[src/rtl/idle_descr_pkg.sv]
package idle_descr_pkg;

  // Strobes from the lock controller to the key datapath.
  typedef struct packed {
    logic keyLoad;     // acquisition: key takes the inverted received bit
    logic keyAdvance;  // locked: key free-runs on its own feedback
  } descrCtl_t;

endpackage

[src/rtl/idle_descr_datapath.sv]
module idle_descr_datapath
  import idle_descr_pkg::*;
#(
  parameter int KEY_W  = 11,
  parameter int TAP_HI = 10,
  parameter int TAP_LO = 8,
  parameter int WORD_W = 5
) (
  input  logic              clk,
  input  logic              rstN,
  input  logic              inBit,
  input  logic              bypass,
  input  descrCtl_t         ctl,
  output logic              plainBit,
  output logic              outBit,
  output logic [WORD_W-1:0] wordOut,
  output logic              wordValid
);

  localparam int CNT_W = (WORD_W > 2) ? $clog2(WORD_W) : 1;
  localparam logic [CNT_W-1:0] LAST_SLOT = CNT_W'(WORD_W - 1);

  logic [KEY_W-1:0]  keyReg;
  logic              keyBit;
  logic              outSel;
  logic [WORD_W-2:0] shiftReg;
  logic [WORD_W-1:0] nextWord;
  logic [CNT_W-1:0]  wordCnt;

  assign keyBit   = keyReg[TAP_HI] ^ keyReg[TAP_LO];
  assign plainBit = inBit ^ keyBit;
  assign outSel   = bypass ? inBit : plainBit;
  assign nextWord = {shiftReg, outSel};

  // Key register: learns from the line or runs free.
  always_ff @(posedge clk) begin
    if (!rstN) begin
      keyReg <= '0;
    end else if (ctl.keyLoad) begin
      keyReg <= {keyReg[KEY_W-2:0], ~inBit};
    end else if (ctl.keyAdvance) begin
      keyReg <= {keyReg[KEY_W-2:0], keyBit};
    end
  end

  // Serial output and serial-to-parallel packing.
  always_ff @(posedge clk) begin
    if (!rstN) begin
      outBit    <= 1'b0;
      shiftReg  <= '0;
      wordCnt   <= '0;
      wordOut   <= '0;
      wordValid <= 1'b0;
    end else begin
      outBit   <= outSel;
      shiftReg <= nextWord[WORD_W-2:0];
      if (wordCnt == LAST_SLOT) begin
        wordCnt   <= '0;
        wordOut   <= nextWord;
        wordValid <= 1'b1;
      end else begin
        wordCnt   <= wordCnt + 1'b1;
        wordValid <= 1'b0;
      end
    end
  end

  assert_word_spacing_R10: assert property (@(posedge clk) disable iff (!rstN)
    wordValid |=> !wordValid);

  assert_word_tail_R10: assert property (@(posedge clk) disable iff (!rstN)
    wordValid |-> wordOut[0] == outBit);

endmodule

[src/rtl/idle_descr_control.sv]
module idle_descr_control
  import idle_descr_pkg::*;
#(
  parameter int LOCK_RUN     = 60,
  parameter int IDLE_BITS    = 10,
  parameter int WINDOW_BYTES = 4000
) (
  input  logic      clk,
  input  logic      rstN,
  input  logic      sigDet,
  input  logic      plainBit,
  output descrCtl_t ctl,
  output logic      locked
);

  localparam int WINDOW_BITS = WINDOW_BYTES * 8;
  localparam int RUN_W       = $clog2(LOCK_RUN + 1);
  localparam int WD_W        = $clog2(WINDOW_BITS);
  localparam logic [RUN_W-1:0] RUN_FULL  = RUN_W'(LOCK_RUN);
  localparam logic [RUN_W-1:0] RUN_LAST  = RUN_W'(LOCK_RUN - 1);
  localparam logic [RUN_W-1:0] IDLE_LAST = RUN_W'(IDLE_BITS - 1);
  localparam logic [WD_W-1:0]  WD_LAST   = WD_W'(WINDOW_BITS - 1);

  logic [RUN_W-1:0] onesRun;
  logic [WD_W-1:0]  wdCount;
  logic             idleSeen;

  assign idleSeen       = plainBit && (onesRun >= IDLE_LAST);
  assign ctl.keyLoad    = !locked;
  assign ctl.keyAdvance = locked;

  always_ff @(posedge clk) begin
    if (!rstN) begin
      locked  <= 1'b0;
      onesRun <= '0;
      wdCount <= '0;
    end else if (!sigDet) begin
      locked  <= 1'b0;
      onesRun <= '0;
      wdCount <= '0;
    end else begin
      if (!plainBit)
        onesRun <= '0;
      else if (onesRun != RUN_FULL)
        onesRun <= onesRun + 1'b1;

      if (!locked) begin
        wdCount <= '0;
        if (plainBit && onesRun == RUN_LAST)
          locked <= 1'b1;
      end else if (idleSeen) begin
        wdCount <= '0;
      end else if (wdCount == WD_LAST) begin
        locked  <= 1'b0;
        onesRun <= '0;
        wdCount <= '0;
      end else begin
        wdCount <= wdCount + 1'b1;
      end
    end
  end

  assert_sigdet_drop_R8: assert property (@(posedge clk) disable iff (!rstN)
    !sigDet |=> (!locked && onesRun == '0));

  assert_lock_after_run_R4: assert property (@(posedge clk) disable iff (!rstN)
    $rose(locked) |-> $past(onesRun) == RUN_LAST);

  assert_zero_restarts_R5: assert property (@(posedge clk) disable iff (!rstN)
    (!locked && !plainBit) |=> onesRun == '0);

  assert_window_bound_R6: assert property (@(posedge clk) disable iff (!rstN)
    wdCount <= WD_LAST);

  assert_idle_clears_wd_R6: assert property (@(posedge clk) disable iff (!rstN)
    (locked && sigDet && idleSeen) |=> (locked && wdCount == '0));

endmodule

[src/rtl/idle_descrambler.sv]
module idle_descrambler
  import idle_descr_pkg::*;
#(
  parameter int LOCK_RUN     = 60,
  parameter int IDLE_BITS    = 10,
  parameter int WINDOW_BYTES = 4000,
  parameter int WORD_W       = 5
) (
  input  logic              clk,
  input  logic              rstN,
  input  logic              inBit,
  input  logic              sigDet,
  input  logic              bypass,
  output logic              outBit,
  output logic [WORD_W-1:0] wordOut,
  output logic              wordValid,
  output logic              locked
);

  descrCtl_t ctl;
  logic      plainBit;

  idle_descr_datapath #(
    .KEY_W (11),
    .TAP_HI(10),
    .TAP_LO(8),
    .WORD_W(WORD_W)
  ) u_datapath (
    .clk      (clk),
    .rstN     (rstN),
    .inBit    (inBit),
    .bypass   (bypass),
    .ctl      (ctl),
    .plainBit (plainBit),
    .outBit   (outBit),
    .wordOut  (wordOut),
    .wordValid(wordValid)
  );

  idle_descr_control #(
    .LOCK_RUN    (LOCK_RUN),
    .IDLE_BITS   (IDLE_BITS),
    .WINDOW_BYTES(WINDOW_BYTES)
  ) u_control (
    .clk     (clk),
    .rstN    (rstN),
    .sigDet  (sigDet),
    .plainBit(plainBit),
    .ctl     (ctl),
    .locked  (locked)
  );

  assert_bypass_passthru_R9: assert property (@(posedge clk) disable iff (!rstN)
    bypass |=> outBit == $past(inBit));

endmodule

[config.mk]
export PLATFORM = sky130hd
export DESIGN_NAME = idle_descrambler
export DESIGN_NICKNAME = d
export VERILOG_FILES = /design/src/rtl/idle_descr_pkg.sv /design/src/rtl/idle_descr_datapath.sv /design/src/rtl/idle_descr_control.sv /design/src/rtl/idle_descrambler.sv
export SDC_FILE = /design/constraint.sdc
export NUM_CORES = 1
export LEC_CHECK = 0
export BUFFER_PORTS_ARGS = -buffer_cell sky130_fd_sc_hd__buf_2
export CAP_MARGIN = 5
export CORE_MARGIN = 4
export CORE_UTILIZATION = 48
export DETAILED_ROUTE_END_ITERATION = 8
export GPL_ROUTABILITY_DRIVEN = 0
export HOLD_SLACK_MARGIN = 0.05
export PLACE_DENSITY = 0.69
export SYNTH_ARGS = -nofsm -noshare
export SYNTH_HDL_FRONTEND = slang
export SYNTH_SLANG_ARGS = --single-unit
[constraint.sdc]
create_clock -name clk -period 1.6 [get_ports clk]
set_input_delay 0.24 -clock clk [delete_from_list [all_inputs] [get_ports clk]]
set_output_delay 0.24 -clock clk [all_outputs]
set_load 0.1 [all_outputs]
# --- Yosys cells after proc, flatten, opt, wreduce, memory -nomap -nowiden ---
# Index checks and enable logic that the tools add are counted.
classes:
  n_mux: 12
  magnitude_cmp: 1
  add_sub_neg: 3
  eq_ne: 4
  bitwise_logic: 6
  reduce_logical: 5
ops:
  columns: ["cell", "n"]
  rows:
  - ["2-to-1 mux 6 bit", 5]
  - ["adder 15 x 1 -> 15 bit, second input constant", 1]
  - ["== test 15 bit, second input constant", 1]
  - ["2-to-1 mux 1 bit", 7]
  - ["adder 6 x 1 -> 6 bit, second input constant", 1]
  - ["== test 6 bit, second input constant", 1]
  - ["greater-or-equal comparator 6 x 4 -> 1 bit, second input constant", 1]
  - ["!= test 6 bit, second input constant", 1]
  - ["OR reduction 5 bit", 1]
  - ["NOT 1 bit", 4]
  - ["adder 3 x 1 -> 3 bit, second input constant", 1]
  - ["== test 3 bit, second input constant", 1]
  - ["logical AND 1 bit", 2]
  - ["AND reduction 2 bit", 1]
  - ["OR reduction 2 bit", 1]
  - ["bitwise XOR 1 bit", 2]
word_totals:
  out_inout_bits: 8
  elab_cells: 40
  regBits: 47

# --- Longest topological paths before layout ---
depth:
  ltp_word: 6
  ltp_mapped: 7
  depth_no_buf: 6

# --- Modules after synthesis ---
# A second synthesis with hierarchy kept.
unflattened:
  hier_cells: 220
  hier_area_um2: 1945.6
modules_own_cells:
  columns: ["mod", "n_inst", "cells_each", "seq_area_each_um2", "area_per_inst_um2"]
  rows:
  - ["idle_descr_control", 1, 123, 440.4, 1059.8]
  - ["idle_descr_datapath", 1, 97, 480.5, 885.8]

# --- Worst setup path before layout ---
# Ideal clock, no wire load.
synth_timing:
  path_kind: "flip-flop to flip-flop"
  startpoint: "register u_control.locked"
  endpoint: "register u_control.wdCount[12]"
  path_stages_with_launch: 6
  path_slack_ps: -154
  t_required_ps: 1536
  setup_time_ps: 64
  synth_period_minus_slack_ps: 1754
  path_buffers: 1
  t_arrival_ps: 1691
  path_cell_list: "dfxtp_1 > inv_1 > nor2_1 > o211ai_2 > buf_6 > nor2_1"
synth_via:
  elab_chain_cells: 2
synth_lines:
  columns: ["element", "line", "text"]
  rows:
  - ["start, declared", "idle_descr_control.sv:13", "output logic locked"]
  - ["start signal, assigned", "idle_descr_control.sv:34", "locked <= 1'b0;"]
  - ["start signal, assigned", "idle_descr_control.sv:38", "locked <= 1'b0;"]
  - ["start signal, assigned", "idle_descr_control.sv:50", "locked <= 1'b1;"]
  - ["NOT 1 bit (no source line)", null, null]
  - ["OR reduction 5 bit (no source line)", null, null]
  - ["end signal, assigned", "idle_descr_control.sv:58", "wdCount <= wdCount + 1'b1;"]
  - ["end, declared", "idle_descr_control.sv:25", "logic [WD_W-1:0] wdCount;"]
# No other way between the ends.
# A chain may end at the register's enable or synchronous reset.

# --- Final worst setup path ---
layout_timing:
  startpoint: "register u_control.onesRun[0]"
  endpoint: "register u_control.wdCount[7]"
layout_via:
  elab_chain_cells: 3
layout_lines:
  columns: ["element", "line", "text"]
  rows:
  - ["start, declared", "idle_descr_control.sv:24", "logic [RUN_W-1:0] onesRun;"]
  - ["start signal, assigned", "idle_descr_control.sv:45", "onesRun <= onesRun + 1'b1;"]
  - ["greater-or-equal comparator 6 x 4 -> 1 bit", "idle_descr_control.sv:28", "assign idleSeen = plainBit && (onesRun >= IDLE_LAST);"]
  - ["logical AND 1 bit", "idle_descr_control.sv:28", null]
  - ["OR reduction 5 bit (no source line)", null, null]
# No other way between the ends.

==> reports/metrics.yaml <==
fp.dieW_um: 70.22
power_mw: 2.316
antenna_left: 0
finalSetupTns_ns: -1.526
cp-endpoint: "u_control.wdCount[7]"
r2r_start: "u_control.onesRun[0]"
grt_pass1_wl_mm: 6.051
cts-root-buf: "clkbuf_8"
dr_total_vias: 1418
hold_path.class: "primary input to register"
nNetsFinal: 248
wl_per_cell_um: 12.56
dp_hpwl_mm: 2.616
crit_type: "register to register"
peakVddDrop_v: 0.0005472
p_per_area_nw_per_um2: 966.5
grt_max_degree: 25
syn_nets: 203
layout.cells.non_filler: 285
cts_tree: "built"
drv_slew: 0
row_count: 22
clk_latency_ns: 0.30
grt_pass1_vias: 1426
rsz0062_at_grt: "yes"
firstDrtPassIters: 4
routed_wl_mm: 3.581
fin_worst_skew_ns: 0.007277
finish.utilization_pct: 64.96
fmax_mhz: 585.8
yosysUniqueCellTypes: 36
antenna_found_initial: 0
clk_pin_slew_ns: 0.08
tightest_slew_ns: 0.4918
grt_usage_pct: 15.49
setup_ws_ns: -0.1069
startpoint: "u_control.onesRun[0]"
coreArea_um2: 3689
drive_above_1_share_pct: 31.65
yosysWarnings: 0
r2r_cells: 7
arrival_ns: 1.94
die-area_um2: 4930
whs_ns: 0.3215
avgSynthCellArea_um2: 9.728
drv_cap: 0
cts_htree_levels: 2
multiInputGateArea_um2: 943.4
clk_path_buf_depth: 2
synth-seq-area-share_pct: 49.56
failed_checks: "setup timing"
cts.hold.buffers_added: 0
period_share_pct: 106.7
finalSetupViolCount: 20
rrSetupSlack_ns: -0.11
layout.area.seq_um2: 927.1
drc: 0
ios: 13
vias_per_cell: 4.975
status: "finished with violations"
final_cell_mix: "dfxtp_1 (41), buf_4 (27), nand2_1 (14), and2_1 (14)"
required_ns: 1.84
overflow: 0
drtIter0Drc: 49
hold_violations: 0
placed_cells: 274
fillers: 315
layout.cells.most_common: "dfxtp_1"
portBuffers: 12
maxSlewHeadroom_pct: 67.44
cp-end-kind: "register"
dp_slack_ns: -0.07360
cts.sinks: 46
synth_seq_cells: 46
place_area_um2: 2173
worst_setup_path_start_kind: "register"
synth_area_um2: 1858
die_y_um: 70.22
leakage_nw: 0.9155
syn_to_final_growth_pct: 28.96
final_area_um2: 2396
floorplan.initialDensity_pct: 50.37
fin_crit_ns: 1.707
r2r-end: "u_control.wdCount[7]"
cp_max_fo: 7
syn_inst: 191
n_antenna_cell: 0
cts_inserted_buffers: 5
worst min path at each step:
stage,from,end,cells past startpoint
after global routing,bypass,u_datapath.shiftReg[0],4
after global placement,u_datapath.keyReg[4],u_datapath.keyReg[5],1
after CTS,bypass,u_datapath.shiftReg[0],4
after detailed placement,u_datapath.keyReg[1],u_datapath.keyReg[2],1
final,bypass,u_datapath.shiftReg[0],4
after floorplan,rstN,u_datapath.wordCnt[0],1
final cells by class:
cell class | count | share of cell area (%)
Clock buffer | 6 | 3.446
Inverter | 10 | 1.567
Timing Repair Buffer | 41 | 11.91
Clock inverter | 2 | 2.507
Tap cell | 48 | 2.507
Multi-Input combinational cell | 132 | 39.37
Sequential cell | 46 | 38.69
worst max-delay path, stage by stage, from the launching register on:
cell and delay [ns]:
dfxtp_2 0.35, inv_2 0.06, ha_1 0.13, or3b_4 0.38, a211oi_4 0.30, o211ai_2 0.16
buf_6 0.17, nor2_2 0.09
routing by layer:
metal	track usage [%]	routed length (um)
met4	7.447	91
met1	17.17	1555
met2	26.23	1769
met3	5.468	164
met5	0	0
state kept, by name, indices dropped and copies added (netlist names):
signal and flops:
u_control.locked 1, u_control.wdCount 15, u_control.onesRun 6, u_datapath.keyReg 11, u_datapath.wordOut 5, u_datapath.shiftReg 4
u_datapath.wordValid 1, u_datapath.wordCnt 3
power breakdown:
group          switching [mW]  internal, mW  leakage (nW)  total (mW)
Combinational          0.0620        0.0444         0.469       0.106
Clock                   0.373         0.666        0.0714        1.04
Sequential            0.00973          1.16         0.375        1.17
Total                   0.444          1.87         0.915        2.32
Yosys cell counts, drive strengths merged:
master / count / area (um2)
nand2: 14 / 52.55
buf: 1 / 11.26
xor2: 6 / 52.55
nor4: 2 / 12.51
xnor2: 13 / 113.9
o21a: 1 / 7.510
or4: 1 / 7.510
dfxtp: 46 / 920.9
clkbuf: 2 / 7.510
and4: 1 / 10.01
nand3b: 1 / 7.510
a21oi: 5 / 25.02
and3: 4 / 25.02
inv: 10 / 37.54
a211oi: 1 / 12.51
o211ai: 2 / 20.02
nand4: 5 / 46.29
a31oi: 1 / 6.260
or3b: 2 / 17.52
mux2i: 3 / 30.03
a31o: 1 / 8.760
a21boi: 4 / 30.03
o21ai: 2 / 10.01
xnor3: 1 / 22.52
nand3: 8 / 40.04
nor4bb: 1 / 10.01
or3: 2 / 12.51
or2: 1 / 6.260
and2: 15 / 93.84
nor2b: 2 / 12.51
nor2: 24 / 90.09
ha: 7 / 87.58
nor3: 2 / 10.01
kinds of logic (layout without fill, tap and decap cells):
| logic type | after synthesis | count (layout) | synth area share [%] |
|---|---|---|---|
| buffers and inverters | 13 | 59 | 3.031 |
| muxes | 3 | 3 | 1.616 |
| adders and majority gates | 7 | 7 | 4.714 |
| xor gates and xnor gates | 20 | 20 | 10.17 |
| AOI/OAI and AO/OA | 17 | 17 | 6.465 |
| DFF | 46 | 46 | 49.56 |
| and+or+nand+nor | 85 | 85 | 24.44 |
timing repair:
action / 4_1_cts / 5_1_grt
resized for setup: 11 / 8
buffers inserted: 1 / 2
endpoints found under the setup margin: 18 / 20
pin swaps: 1 / 4
(Power assumes the default switching activity.)
